File: src/rtl/sdm_pkg.sv
package sdm_pkg;
    // default input word width; the accumulator carries two guard bits above it
    parameter int unsigned SDM_DATA_W  = 14;
    parameter int unsigned SDM_GUARD_W = 2;
endpackage

File: src/rtl/sdm_delta_adder.sv
module sdm_delta_adder #(
    parameter int unsigned DW = sdm_pkg::SDM_DATA_W,
    parameter int unsigned GW = sdm_pkg::SDM_GUARD_W
) (
    input  logic [DW-1:0]    sample,
    input  logic             fb_bit,
    output logic [DW+GW-1:0] step
);
    localparam int unsigned AW = DW + GW;

    logic [AW-1:0] sample_ext;
    logic [AW-1:0] fb_word;

    // feedback word: output bit replicated over the guard bits, zeros below
    always_comb begin
        sample_ext = {{GW{1'b0}}, sample};
        fb_word    = {{GW{fb_bit}}, {DW{1'b0}}};
        step       = sample_ext + fb_word;
    end
endmodule

File: src/rtl/sdm_sigma_accum.sv
module sdm_sigma_accum #(
    parameter int unsigned AW = sdm_pkg::SDM_DATA_W + sdm_pkg::SDM_GUARD_W
) (
    input  logic          clk,
    input  logic          rst,
    input  logic [AW-1:0] step,
    output logic [AW-1:0] acc
);
    always_ff @(posedge clk) begin
        if (rst) acc <= '0;
        else     acc <= acc + step;
    end
endmodule

File: src/rtl/sdm_out_reg.sv
module sdm_out_reg (
    input  logic clk,
    input  logic rst,
    input  logic d,
    output logic q
);
    always_ff @(posedge clk) begin
        if (rst) q <= 1'b0;
        else     q <= d;
    end
endmodule

File: src/rtl/sdm_bit_dac.sv
module sdm_bit_dac #(
    parameter int unsigned DW = sdm_pkg::SDM_DATA_W
) (
    input  logic          clk,
    input  logic          rst,
    input  logic [DW-1:0] sample_in,
    output logic          bit_out
);
    localparam int unsigned GW = sdm_pkg::SDM_GUARD_W;
    localparam int unsigned AW = DW + GW;

    logic [AW-1:0] step_w;
    logic [AW-1:0] acc_q;

    sdm_delta_adder #(.DW(DW), .GW(GW)) u_delta (
        .sample (sample_in),
        .fb_bit (bit_out),
        .step   (step_w)
    );

    sdm_sigma_accum #(.AW(AW)) u_sigma (
        .clk  (clk),
        .rst  (rst),
        .step (step_w),
        .acc  (acc_q)
    );

    sdm_out_reg u_out (
        .clk (clk),
        .rst (rst),
        .d   (acc_q[AW-1]),
        .q   (bit_out)
    );
endmodule

File: config.mk
export PLATFORM = sky130hd
export DESIGN_NAME = sdm_bit_dac
export DESIGN_NICKNAME = d
export VERILOG_FILES = /design/src/rtl/sdm_pkg.sv /design/src/rtl/sdm_delta_adder.sv /design/src/rtl/sdm_sigma_accum.sv /design/src/rtl/sdm_out_reg.sv /design/src/rtl/sdm_bit_dac.sv
export SDC_FILE = /design/constraint.sdc
export NUM_CORES = 1
export LEC_CHECK = 0
export CORE_MARGIN = 2
export CORE_UTILIZATION = 59
export DETAILED_ROUTE_END_ITERATION = 8
export GPL_TIMING_DRIVEN = 0
export PLACE_DENSITY = 0.85
export SLEW_MARGIN = 20
export SYNTH_ARGS = -nofsm -noshare
export SYNTH_HDL_FRONTEND = slang
export SYNTH_HIERARCHICAL = 1
export SYNTH_SLANG_ARGS = --single-unit
File: constraint.sdc
create_clock -name clk -period 6 [get_ports clk]
set_input_delay 1.2 -clock clk [delete_from_list [all_inputs] [get_ports clk]]
set_output_delay 1.2 -clock clk [all_outputs]
set_load 0.005 [all_outputs]
---- Word-level counts from Yosys, hierarchy flattened ----
Index checks and enable logic that the tools add are counted.
word-level totals
  logic and storage cells ................. 4
  bits in registers ....................... 17
  input port bits ......................... 16
operators by class
  add/subtract/negate cells ............... 2
operators with widths
  cell                     number
  adder 15 x 15 -> 16 bit  1
  adder 16 bit             1

---- Logic depth before layout (Yosys ltp) ----
Gate-level depths: netlist of run 1.
  word-level depth ........................ 2
  mapped depth ............................ 8
  gate-level depth less buffers ........... 7

---- By module ----
The synthesis of run 1 kept the hierarchy.
modules (own cells, without submodules)
  module           cells each  times used  seq. area each (sq um)  area an instance (sq um)
  sdm_sigma_accum  129         1           320.3                   1149.9
  sdm_delta_adder  16          1           0.0                     120.1
  sdm_out_reg      2           1           20.0                    33.8

---- Least setup slack after synthesis of run 1 ----
Ideal clock, no wire load.
  path type ............................... input -> register
  start point ............................. input port sample_in[0]
  end point ............................... register u_sigma.acc[12]
  arrival time ............................ 3.117 ns
  stages .................................. 8
  setup time .............................. 0.123 ns
  path slack .............................. 2.759 ns
  path buffers ............................ 1
  cells stage by stage .................... buf_4 -> ha_1 -> fa_1 -> a21o_1 -> a221oi_2 -> nor2_1 -> a221oi_2 -> mux2_1
on the way
  word-level cells in the longest chain between the ends .. 2
RTL lines
  item                     RTL line               RTL
  start, declared          sdm_bit_dac.sv:6       input logic [DW-1:0] sample_in,
  adder 15 x 15 -> 16 bit  sdm_delta_adder.sv:18  step = sample_ext + fb_word;
  adder 16 bit             sdm_sigma_accum.sv:11  else acc <= acc + step;
  end signal, assigned     sdm_sigma_accum.sv:11
  end, declared            sdm_sigma_accum.sv:7   output logic [AW-1:0] acc
No other way between the ends.
A chain may end at the register's enable or synchronous reset.

---- Worst setup path in the final report of run 1 ----
Same ends and word-level chain as after synthesis.

==> reports/results.tsv, run 1 <==
metric	value	unit
r2r_slack	3.55	ns
fp.coreArea	0.00215	sq mm
hold_viol_final	0	
hold_path.class	reg -> reg	
globalplace.congestion	0.852	
ios	17	
cts_inserted_buffers	3	
synth_cells	147	
fmax	316	MHz
clk_path_buf_depth	2	
die_area	0.00260	sq mm
grt.total_usage	22.3	%
cts_tree	yes	
num_rows	17	
min_period_over_period	52.8	%
synth-seq-cells	17	
vdd_drop_max	236	uV
reg2reg_depth	7	
cts.sinks	17	
critPathKind	in -> reg	
setup_tns	0	ns
drcViolationCount	0	
grt_first_pass_wirelength	4.39	mm
ctsResizeCount	0	
syn-cell-area	0.00130	sq mm
status	finished clean	
cts_setup_buffers	0	
fp.dieH	51.0	um
layout_common_cells	dfxtp_1 (17), buf_4 (16), nor2_1 (16)	
vias	1031	
synth-edff-count	0	
path_max_fanout	4	
worstReg2RegEnd	u_sigma/acc[12]$_SDFF_PP0_	
antenna_found_initial	0	
start_util	60.7	%
drtIter0Drc	11	
ys_seq_area_share	26.1	%
p_leak	0.000653	uW
fin_skew	0.00504	ns
power	587	uW
antenna_cells	0	
postCtsHoldBufs	0	
rsz0062_at_grt	no	
worstSetupStartpointType	input pin	
whs_path_depth	1	
grt_overflow_total	0	
finalSetupViolations	0	
routed_via_density	5.70	
fp.dieW	51.0	um
dp_hpwl	1.80	mm
grt_max_degree	11	
cap_violations	0	
hold_end	u_out/q$_SDFF_PP0_	
clock-root-buffer	clkbuf_4	
drv_slew	0	
ys.flop_type	dfxtp_1	
powerDensity	424	mW/mm^2
slew-limit-headroom	68.7	%
worst_ep_arrival_time	3.36	ns
hold_start	u_sigma/acc[15]$_SDFF_PP0_	
worst_pin_slew	0.470	ns
first_pass_iters	4	
drive_gt1_share	16.3	%
nets	186	
grt_pass1_vias	1041	
syn_to_final_growth	6.24	%
detail-route-antenna-nets	0	
required	6.19	ns
wirelength	2.32	mm
synthArstFlopShare	0	%
ys_types	33	
yosys_warnings	6	
synth.avg_cell_area	8.87	sq um
fin_crit	3.17	ns
rr_startpoint	u_sigma/acc[0]$_SDFF_PP0_	
clk_latency	0.30	ns
port-buffer-count	2	
synth_fp_nets	179	
final_common_cell	dfxtp_1	
clkTransAtPathRegs	0.10	ns
end_kind	flop	
htree_levels	1	
wl_per_cell	12.8	um
## where the power goes
part | internal (uW) | switching [uW]
combinational | 164 | 188
clock | 25.9 | 37.2
sequential | 156 | 14.6
## synth_stat cells, types with 4 or more instances
master | instances | share of area [%]
nor2_1 | 16 | 4.6
mux2_1 | 4 | 3.5
a21o_1 | 9 | 5.2
dfxtp_1 | 17 | 26
a21oi_1 | 9 | 3.5
nand2_1 | 4 | 1.2
clkbuf_1 | 4 | 1.2
xnor2_1 | 4 | 2.7
xor2_1 | 5 | 3.4
nand3_1 | 5 | 1.9
nor2b_1 | 6 | 2.9
a31oi_1 | 4 | 1.9
buf_4 | 16 | 9.2
ha_1 | 15 | 14
## worst max-delay path, cell delays in order
cell and delay [ns]:
buf_4 0.11, ha_1 0.23, fa_1 0.42, a21o_1 0.23, a221oi_2 0.43, nor2_1 0.13
a221oi_2 0.27, mux2_1 0.34
## registers in the layout (all words and copies together), names as in the netlist
register,flops
u_out/q,1
u_sigma/acc,16
## through the flow
stage,util [%],instance area [sq um],setup slack [ns],std cells,hold slack [ns]
detailed placement,63.2,1360,2.57,177,0.466
finish,64.5,1390,2.83,181,0.478
CTS,64.5,1390,2.89,181,0.480
global route,64.5,1390,2.76,181,0.497
floorplan,-,1300,2.76,147,0.456
global placement,63.2,1360,2.59,177,0.462
## metal layers
| layer | wire, um | global-route usage, % | share of wire, % | vias to the layer above |
|---|---|---|---|---|
| met5 | 0 | 0 | 0 | - |
| met4 | 46 | 11.3 | 2.0 | 0 |
| met3 | 71 | 3.80 | 3.1 | 5 |
| met2 | 1160 | 37.4 | 50 | 13 |
| met1 | 1050 | 27.3 | 45 | 484 |
| li1 | - | - | - | 529 |
## layout make-up
class / count / area (sq um)
Sequential cell: 17 / 340
Tap cell: 28 / 35.0
Multi-Input combinational cell: 110 / 828
Timing Repair Buffer: 2 / 20.0
Clock buffer: 4 / 26.3
Buffer: 20 / 135
Fill cell: 193 / 763
## how the worst max path moves through the flow
stage,from,to,slack [ns],depth (start not counted)
3_3_place_gp,sample_in[0],u_sigma/acc[10]$_SDFF_PP0_,2.59,8
4_1_cts,sample_in[0],u_sigma/acc[12]$_SDFF_PP0_,2.89,8
3_5_place_dp,sample_in[0],u_sigma/acc[10]$_SDFF_PP0_,2.57,8
5_1_grt,sample_in[0],u_sigma/acc[10]$_SDFF_PP0_,2.76,8
2_1_floorplan,sample_in[0],u_sigma/acc[12]$_SDFF_PP0_,2.76,8
6_report,sample_in[0],u_sigma/acc[12]$_SDFF_PP0_,2.83,8
## logic make-up (layout without fill, tap and decap cells)
| logic type | count (synthesis) | in the layout | synth area share [%] |
|---|---|---|---|
| AOI/OAI and AO/OA | 39 | 39 | 21.4 |
| and+or+nand+nor | 42 | 42 | 16.7 |
| adders and majority gates | 16 | 16 | 15.9 |
| buffers and inverters | 20 | 26 | 10.4 |
| DFF | 17 | 17 | 26.1 |
| muxes | 4 | 4 | 3.45 |
| xor gates and xnor gates | 9 | 9 | 6.05 |
Note: power is estimated with default switching activity, not from simulation.
==> run 2, diff against run 1 <==
--- a/config.mk
+++ b/config.mk
@@ -6,10 +6,10 @@
 export NUM_CORES = 1
 export LEC_CHECK = 0
 export CORE_MARGIN = 2
-export CORE_UTILIZATION = 59
+export CORE_UTILIZATION = 49
 export DETAILED_ROUTE_END_ITERATION = 8
 export GPL_TIMING_DRIVEN = 0
-export PLACE_DENSITY = 0.85
+export PLACE_DENSITY = 0.75
 export SLEW_MARGIN = 20
 export SYNTH_ARGS = -nofsm -noshare
 export SYNTH_HDL_FRONTEND = slang
==> constraint.sdc (replaced) <==
create_clock -name clk -period 2.67 [get_ports clk]
set_input_delay 0.534 -clock clk [delete_from_list [all_inputs] [get_ports clk]]
set_output_delay 0.534 -clock clk [all_outputs]
set_load 0.005 [all_outputs]
==> reports/results.tsv, run 2 (synthesis results as in run 1) <==
metric	value	unit	change
worstSetupStartpointType	input pin		unchanged
routed_via_density	5.62		was 5.70
port-buffer-count	2		unchanged
grt_pass1_vias	1004		was 1,041
ios	17		unchanged
antenna_cells	0		unchanged
crit_chain	buf_4, ha_1, fa_1, a21o_1, a221oi_2, o21ai_1, a31oi_1, mux2_1		was buf_4, ha_1, fa_1, a21o_1, a221oi_2, nor2_1, a221oi_2, mux2_1
critPathSlowestCell	fa_1		was a221oi_2
drive_gt1_share	16.3	%	unchanged
p_leak	0.000653	uW	unchanged
required	2.86	ns	was 6.19 ns
fin_skew	0.00761	ns	was 0.00504 ns
cts_inserted_buffers	3		unchanged
clock-root-buffer	clkbuf_4		unchanged
pre_cts_slack	-0.135	ns	was 2.57 ns
start_util	52.2	%	was 60.7%
crit_buf_inv	1		unchanged
end_kind	flop		unchanged
swShare	41.1	%	was 40.9%
dp.cells	179		was 177
seq_power_share	29.1	%	about the same
nets	186		unchanged
vias	1029		was 1,031
power_switching	544	uW	was 240 uW
critical_path_depth	8		unchanged
worst_pin_slew	0.492	ns	was 0.470 ns
postCtsHoldBufs	0		unchanged
cap_violations	0		unchanged
final_common_cell	dfxtp_1		unchanged
drtIter0Drc	15		was 11
slowest_delay	0.44	ns	was 0.43 ns
power.internal	780	uW	was 347 uW
drcViolationCount	0		unchanged
reg_top3	u_sigma/acc (16), u_out/q (1)		unchanged
die_area	0.00309	sq mm	was 0.00260 sq mm
finalSetupViolations	0		unchanged
setup_tns	0	ns	unchanged
fp.dieW	55.6	um	was 51.0 um
slew-limit-headroom	67.2	%	was 68.7%
fin_cells	183		was 181
num_rows	18		was 17
antenna_found_initial	0		unchanged
reg2reg_depth	7		unchanged
fp.dieH	55.6	um	was 51.0 um
detail-route-antenna-nets	0		unchanged
fin_crit	2.51	ns	
cts_tree	yes		unchanged
grt_first_pass_wirelength	4.15	mm	was 4.39 mm
fmax	398	MHz	
hold_path.class	reg -> reg		unchanged
regMostFlops	u_sigma/acc		unchanged
fp.coreArea	0.00250	sq mm	was 0.00215 sq mm
ctsResizeCount	0		unchanged
crit_family	compound AO/OA/AOI/OAI gates		unchanged
cts_setup_buffers	0		unchanged
grt_overflow_total	0		unchanged
largest_reg_flops	16		unchanged
grt.total_usage	16.6	%	was 22.3%
r2r_slack	0.22	ns	was 3.55 ns
clk_latency	0.29	ns	was 0.30 ns
htree_levels	1		unchanged
rr_startpoint	u_sigma/acc[0]$_SDFF_PP0_		unchanged
clkTransAtPathRegs	0.10	ns	about the same
wirelength	2.38	mm	was 2.32 mm
worst_ep_arrival_time	2.69	ns	was 3.36 ns
startpoint	sample_in[0]		unchanged
cts.sinks	17		unchanged
path_max_fanout	4		unchanged
grt_max_degree	11		unchanged
vdd_drop_max	476	uV	was 236 uV
status	finished clean		unchanged
critPathKind	in -> reg		unchanged
clk_path_buf_depth	2		unchanged
first_pass_iters	4		unchanged
setup_ws	0.160	ns	was 2.83 ns
final_util	55.5	%	was 64.5%
dp_hpwl	1.91	mm	was 1.80 mm
drv_slew	0		unchanged
p_comb_share	60.5	%	was 60.1%
globalplace.congestion	0.823		was 0.852
hold_viol_final	0		unchanged
wl_per_cell	13.0	um	was 12.8 um
syn_to_final_growth	6.43	%	was 6.24%
worstReg2RegEnd	u_sigma/acc[10]$_SDFF_PP0_		was u_sigma/acc[12]$_SDFF_PP0_
rsz0062_at_grt	no		unchanged
p_clk_share	10.4	%	was 10.8%
powerDensity	954	mW/mm^2	was 424 mW/mm^2
layout_common_cells	dfxtp_1 (17), buf_4 (16), nor2_1 (16)		unchanged
critPathCapture	u_sigma/acc[10]$_SDFF_PP0_		was u_sigma/acc[12]$_SDFF_PP0_
min_period_over_period	94.0	%	
[run 2: cell counts in the layout (fill, tap and decap cells not counted)]
Identical to the previous run, type by type.
[run 2: metal layers]
layer  global-route usage (%)  wire [um]  vias up
li1                         -          -      527
met1                     20.5       1100      481
met2                     27.9       1150       15
met3                     2.33         84        6
met4                     8.36         48        0
met5                        0          0        -
[run 2: worst register-to-register path, stage by stage, from the launching register on]
cell      delay [ns]
dfxtp_1         0.31
ha_1            0.24
fa_1            0.44
a21o_1          0.23
a221oi_2        0.39
o21ai_1         0.18
a31oi_1         0.23
mux2_1          0.34
[run 2: per-stage QoR]
step	cell area [sq um]	hold slack, ns	total power [uW]
2_1_floorplan	1300	0.456	1040
3_5_place_dp	1360	0.475	1180
4_1_cts	1390	0.489	1330
6_report	1390	0.486	1320
3_3_place_gp	1360	0.463	1150
5_1_grt	1390	0.506	1460
[run 2: worst min-delay path by stage]
stage                     slack (ns)                       start  cells past startpoint            endpoint
after floorplan                 0.46  u_sigma/acc[15]$_SDFF_PP0_                      1  u_out/q$_SDFF_PP0_
after global placement          0.46  u_sigma/acc[15]$_SDFF_PP0_                      1  u_out/q$_SDFF_PP0_
after detailed placement        0.47  u_sigma/acc[15]$_SDFF_PP0_                      1  u_out/q$_SDFF_PP0_
after CTS                       0.49  u_sigma/acc[15]$_SDFF_PP0_                      1  u_out/q$_SDFF_PP0_
after global routing            0.51  u_sigma/acc[15]$_SDFF_PP0_                      1  u_out/q$_SDFF_PP0_
final                           0.49  u_sigma/acc[15]$_SDFF_PP0_                      1  u_out/q$_SDFF_PP0_
[run 2: layout make-up]
type / count / area, sq um
sequential: 17 / 340
timing repair buffer: 2 / 20.0
tap: 30 / 37.5
fill: 226 / 1110
clock buffer: 4 / 26.3
multi-input combinational: 110 / 828
buffer: 20 / 135
[run 2: power groups by stage]
stage          sequential (uW)  combinational, uW  clock [uW]
6_report                   385                801         137
5_1_grt                    394                906         158
4_1_cts                    387                797         146
3_5_place_dp               393                788           0
3_3_place_gp               385                767           0
2_1_floorplan              383                657           0
==> run 3, diff against run 2 <==
--- a/config.mk
+++ b/config.mk
@@ -6,12 +6,11 @@
 export NUM_CORES = 1
 export LEC_CHECK = 0
 export CORE_MARGIN = 2
-export CORE_UTILIZATION = 49
+export CORE_UTILIZATION = 48
 export DETAILED_ROUTE_END_ITERATION = 8
 export GPL_TIMING_DRIVEN = 0
 export PLACE_DENSITY = 0.75
 export SLEW_MARGIN = 20
 export SYNTH_ARGS = -nofsm -noshare
 export SYNTH_HDL_FRONTEND = slang
-export SYNTH_HIERARCHICAL = 1
 export SYNTH_SLANG_ARGS = --single-unit
==> reports/results.tsv, run 3 <==
metric	value	unit	change
whs_path_depth	1		unchanged
port-buffer-count	16		was 2
die_area	0.00288	sq mm	was 0.00309 sq mm
critPathSlowestCell	clkdlybuf4s50_1		was fa_1
grt_pass1_vias	957		was 1,004
layout_common_cells	dfxtp_1 (17), clkdlybuf4s50_1 (16), ha_1 (15)		was dfxtp_1 (17), buf_4 (16), nor2_1 (16)
fp.dieH	53.7	um	was 55.6 um
worst_pin_slew	0.497	ns	was 0.492 ns
synth-xor-area-share	4.43	%	was 6.05%
antenna_found_initial	0		unchanged
final_common_cell	dfxtp_1		unchanged
synth-seq-cells	17		unchanged
p_leak	0.000620	uW	was 0.000653 uW
grt_max_degree	11		unchanged
rr_startpoint	u_sigma.acc[0]$_SDFF_PP0_		was u_sigma/acc[0]$_SDFF_PP0_
synth_top_area_share	28.7	%	was 26.1%
nets	187		was 186
ys_types	36		was 33
clock-root-buffer	clkbuf_4		unchanged
hold_path.class	reg -> reg		unchanged
wl_per_cell	13.0	um	about the same
required	2.86	ns	about the same
synth.avg_cell_area	8.85	sq um	was 8.87 sq um
largest_reg_flops	16		unchanged
globalplace.congestion	0.844		was 0.823
yosys_warnings	0		was 6
num_rows	18		unchanged
vias	1041		was 1,029
clkTransAtPathRegs	0.11	ns	was 0.10 ns
synth_top_family_by_area	compound AO/OA/AOI/OAI gates		unchanged
drive_gt1_share	7.79	%	was 16.3%
synth-compound-area-share	24.2	%	was 21.4%
synth-edff-count	0		unchanged
cap_violations	0		unchanged
grt_first_pass_wirelength	3.90	mm	was 4.15 mm
crit_chain	clkdlybuf4s50_1, ha_1, fa_2, a21o_1, a311oi_2, nor2_2, a221oi_2, mux2_1		was buf_4, ha_1, fa_1, a21o_1, a221oi_2, o21ai_1, a31oi_1, mux2_1
synth_fp_nets	166		was 179
htree_levels	1		unchanged
worstSetupStartpointType	input pin		unchanged
path_max_fanout	4		unchanged
reg_top3	u_sigma.acc (16), u_out.q (1)		was u_sigma/acc (16), u_out/q (1)
cts_inserted_buffers	3		unchanged
finalSetupViolations	0		unchanged
routed_via_density	5.66		was 5.62
cts_setup_buffers	0		unchanged
syn_to_final_growth	19.3	%	was 6.43%
antenna_cells	0		unchanged
reg2reg_depth	7		unchanged
slowest_delay	0.41	ns	was 0.44 ns
critPathKind	in -> reg		unchanged
ios	17		unchanged
yosys.area_share.simple	19.2	%	was 16.7%
clk_path_buf_depth	2		unchanged
syn-cell-area	0.00119	sq mm	was 0.00130 sq mm
dp_hpwl	1.88	mm	was 1.91 mm
fin_crit	2.62	ns	was 2.51 ns
regMostFlops	u_sigma.acc		was u_sigma/acc
synthMuxAreaShare	3.80	%	was 3.45%
fp.dieW	53.7	um	was 55.6 um
startpoint	sample_in[0]		unchanged
ys_top_cells_by_count	dfxtp_1 (17), ha_1 (15), a21oi_1 (14)		was dfxtp_1 (17), buf_4 (16), nor2_1 (16)
min_period_over_period	98.0	%	was 94.0%
worst_ep_arrival_time	2.81	ns	was 2.69 ns
yosys-top-cells-area	dfxtp_1 (29%), ha_1 (16%), a21oi_1 (5.9%)		was dfxtp_1 (26%), ha_1 (14%), buf_4 (9.2%)
synth_cells	134		was 147
fp.coreArea	0.00241	sq mm	was 0.00250 sq mm
wirelength	2.40	mm	was 2.38 mm
slew-limit-headroom	66.8	%	was 67.2%
setup_tns	0	ns	unchanged
start_util	49.2	%	was 52.2%
yosys.area.top_type	dfxtp_1		unchanged
first_pass_iters	4		unchanged
synth_most_common_cell	dfxtp_1		unchanged
postCtsHoldBufs	0		unchanged
synthAdderAreaFrac	17.5	%	was 15.9%
ys.flop_type	dfxtp_1		unchanged
ys_seq_area_share	28.7	%	was 26.1%
cts_tree	yes		unchanged
drcViolationCount	0		unchanged
detail-route-antenna-nets	0		unchanged
cts.sinks	17		unchanged
grt_overflow_total	0		unchanged
powerDensity	954	mW/mm^2	about the same
fin_skew	0.00219	ns	was 0.00761 ns
hold_start	u_sigma.acc[15]$_SDFF_PP0_		was u_sigma/acc[15]$_SDFF_PP0_
clk_latency	0.29	ns	about the same
drv_slew	0		unchanged
fmax	382	MHz	was 398 MHz
drtIter0Drc	11		was 15
status	finished clean		unchanged
end_kind	flop		unchanged
synthArstFlopShare	0	%	unchanged
hold_viol_final	0		unchanged
grt.total_usage	18.7	%	was 16.6%
power	1350	uW	was 1320 uW
vdd_drop_max	564	uV	was 476 uV
==> run 3: cell count changes after synthesis, sizes merged, moves of 3 or more <==
cell    before  now
a21oi        9   15
nor3         0    4
a31oi        4    1
nor2        16   13
clkbuf       4    1
a21o         9    6
nand2        4   11
buf         16    3
xor2         5    1
==> run 3: worst max-delay path: cells and delay by family <==
family / cells / cell delay [ns]
AND/OR/NAND/NOR: 1 / 0.13
AO/OA/AOI/OAI: 3 / 0.79
buffers and inverters: 1 / 0.41
multiplexers: 1 / 0.33
adder cells (fa/ha/maj): 2 / 0.61
==> run 3: cell families (layout without fill, tap and decap cells) <==
kind of cell / after synthesis / after routing
adders and majority gates: 16 / 16
and+or+nand+nor: 47 / 47
DFF: 17 / 17
muxes: 4 / 4
AOI/OAI and AO/OA: 40 / 40
xor gates and xnor gates: 6 / 6
buffers and inverters: 4 / 24
==> run 3: report_power, final <==
group	switching, uW	total (uW)	leakage, uW	internal (uW)
registers	33.3	388	0.000141	354
logic	435	817	0.000464	382
clock network	86.8	145	0.0000150	58.1
total	555	1350	0.000620	795
==> run 3: path summary, 6_finish.rpt <==
check	to	slack (ns)
hold reg to reg	u_out.q$_SDFF_PP0_	0.49
setup / recovery	u_sigma.acc[12]$_SDFF_PP0_	0.05
hold / removal	u_out.q$_SDFF_PP0_	0.49
setup reg to reg	u_sigma.acc[12]$_SDFF_PP0_	0.42
==> run 3: routing by layer <==
layer / GRT usage [%] / routed length (um) / up-vias
met5: 0 / 0 / -
met4: 11.1 / 54 / 0
met3: 3.33 / 96 / 6
met2: 30.1 / 1110 / 25
met1: 23.0 / 1130 / 473
li1: - / - / 537
==> run 3: layout make-up <==
cell class | instances | area, sq um
fillers | 224 | 995
multi-input cells | 113 | 825
flip-flops and latches | 17 | 340
repair buffers | 16 | 160
well taps | 30 | 37.5
clock buffers | 4 | 26.3
plain buffers | 4 | 26.3
==> run 3: per-stage QoR <==
stage               worst slack [ns]  instance area (sq um)  std cells  utilization (%)  hold slack [ns]
global placement              -0.341                   1380        180             57.4            0.470
detailed placement            -0.339                   1380        180             57.4            0.470
global route                -0.00229                   1420        184             58.7            0.513
floorplan                      0.245                   1190        134                -            0.459
finish                        0.0536                   1420        184             58.7            0.485
CTS                           0.0411                   1410        184             58.6            0.490
==> run 3: timing repair <==
item | 4_1_cts | 5_1_grt
gates resized for setup | 1 | 1
endpoints found under the setup margin | 3 | 1
hold endpoints to repair | 0 | 0
pin swaps | 1 | 1
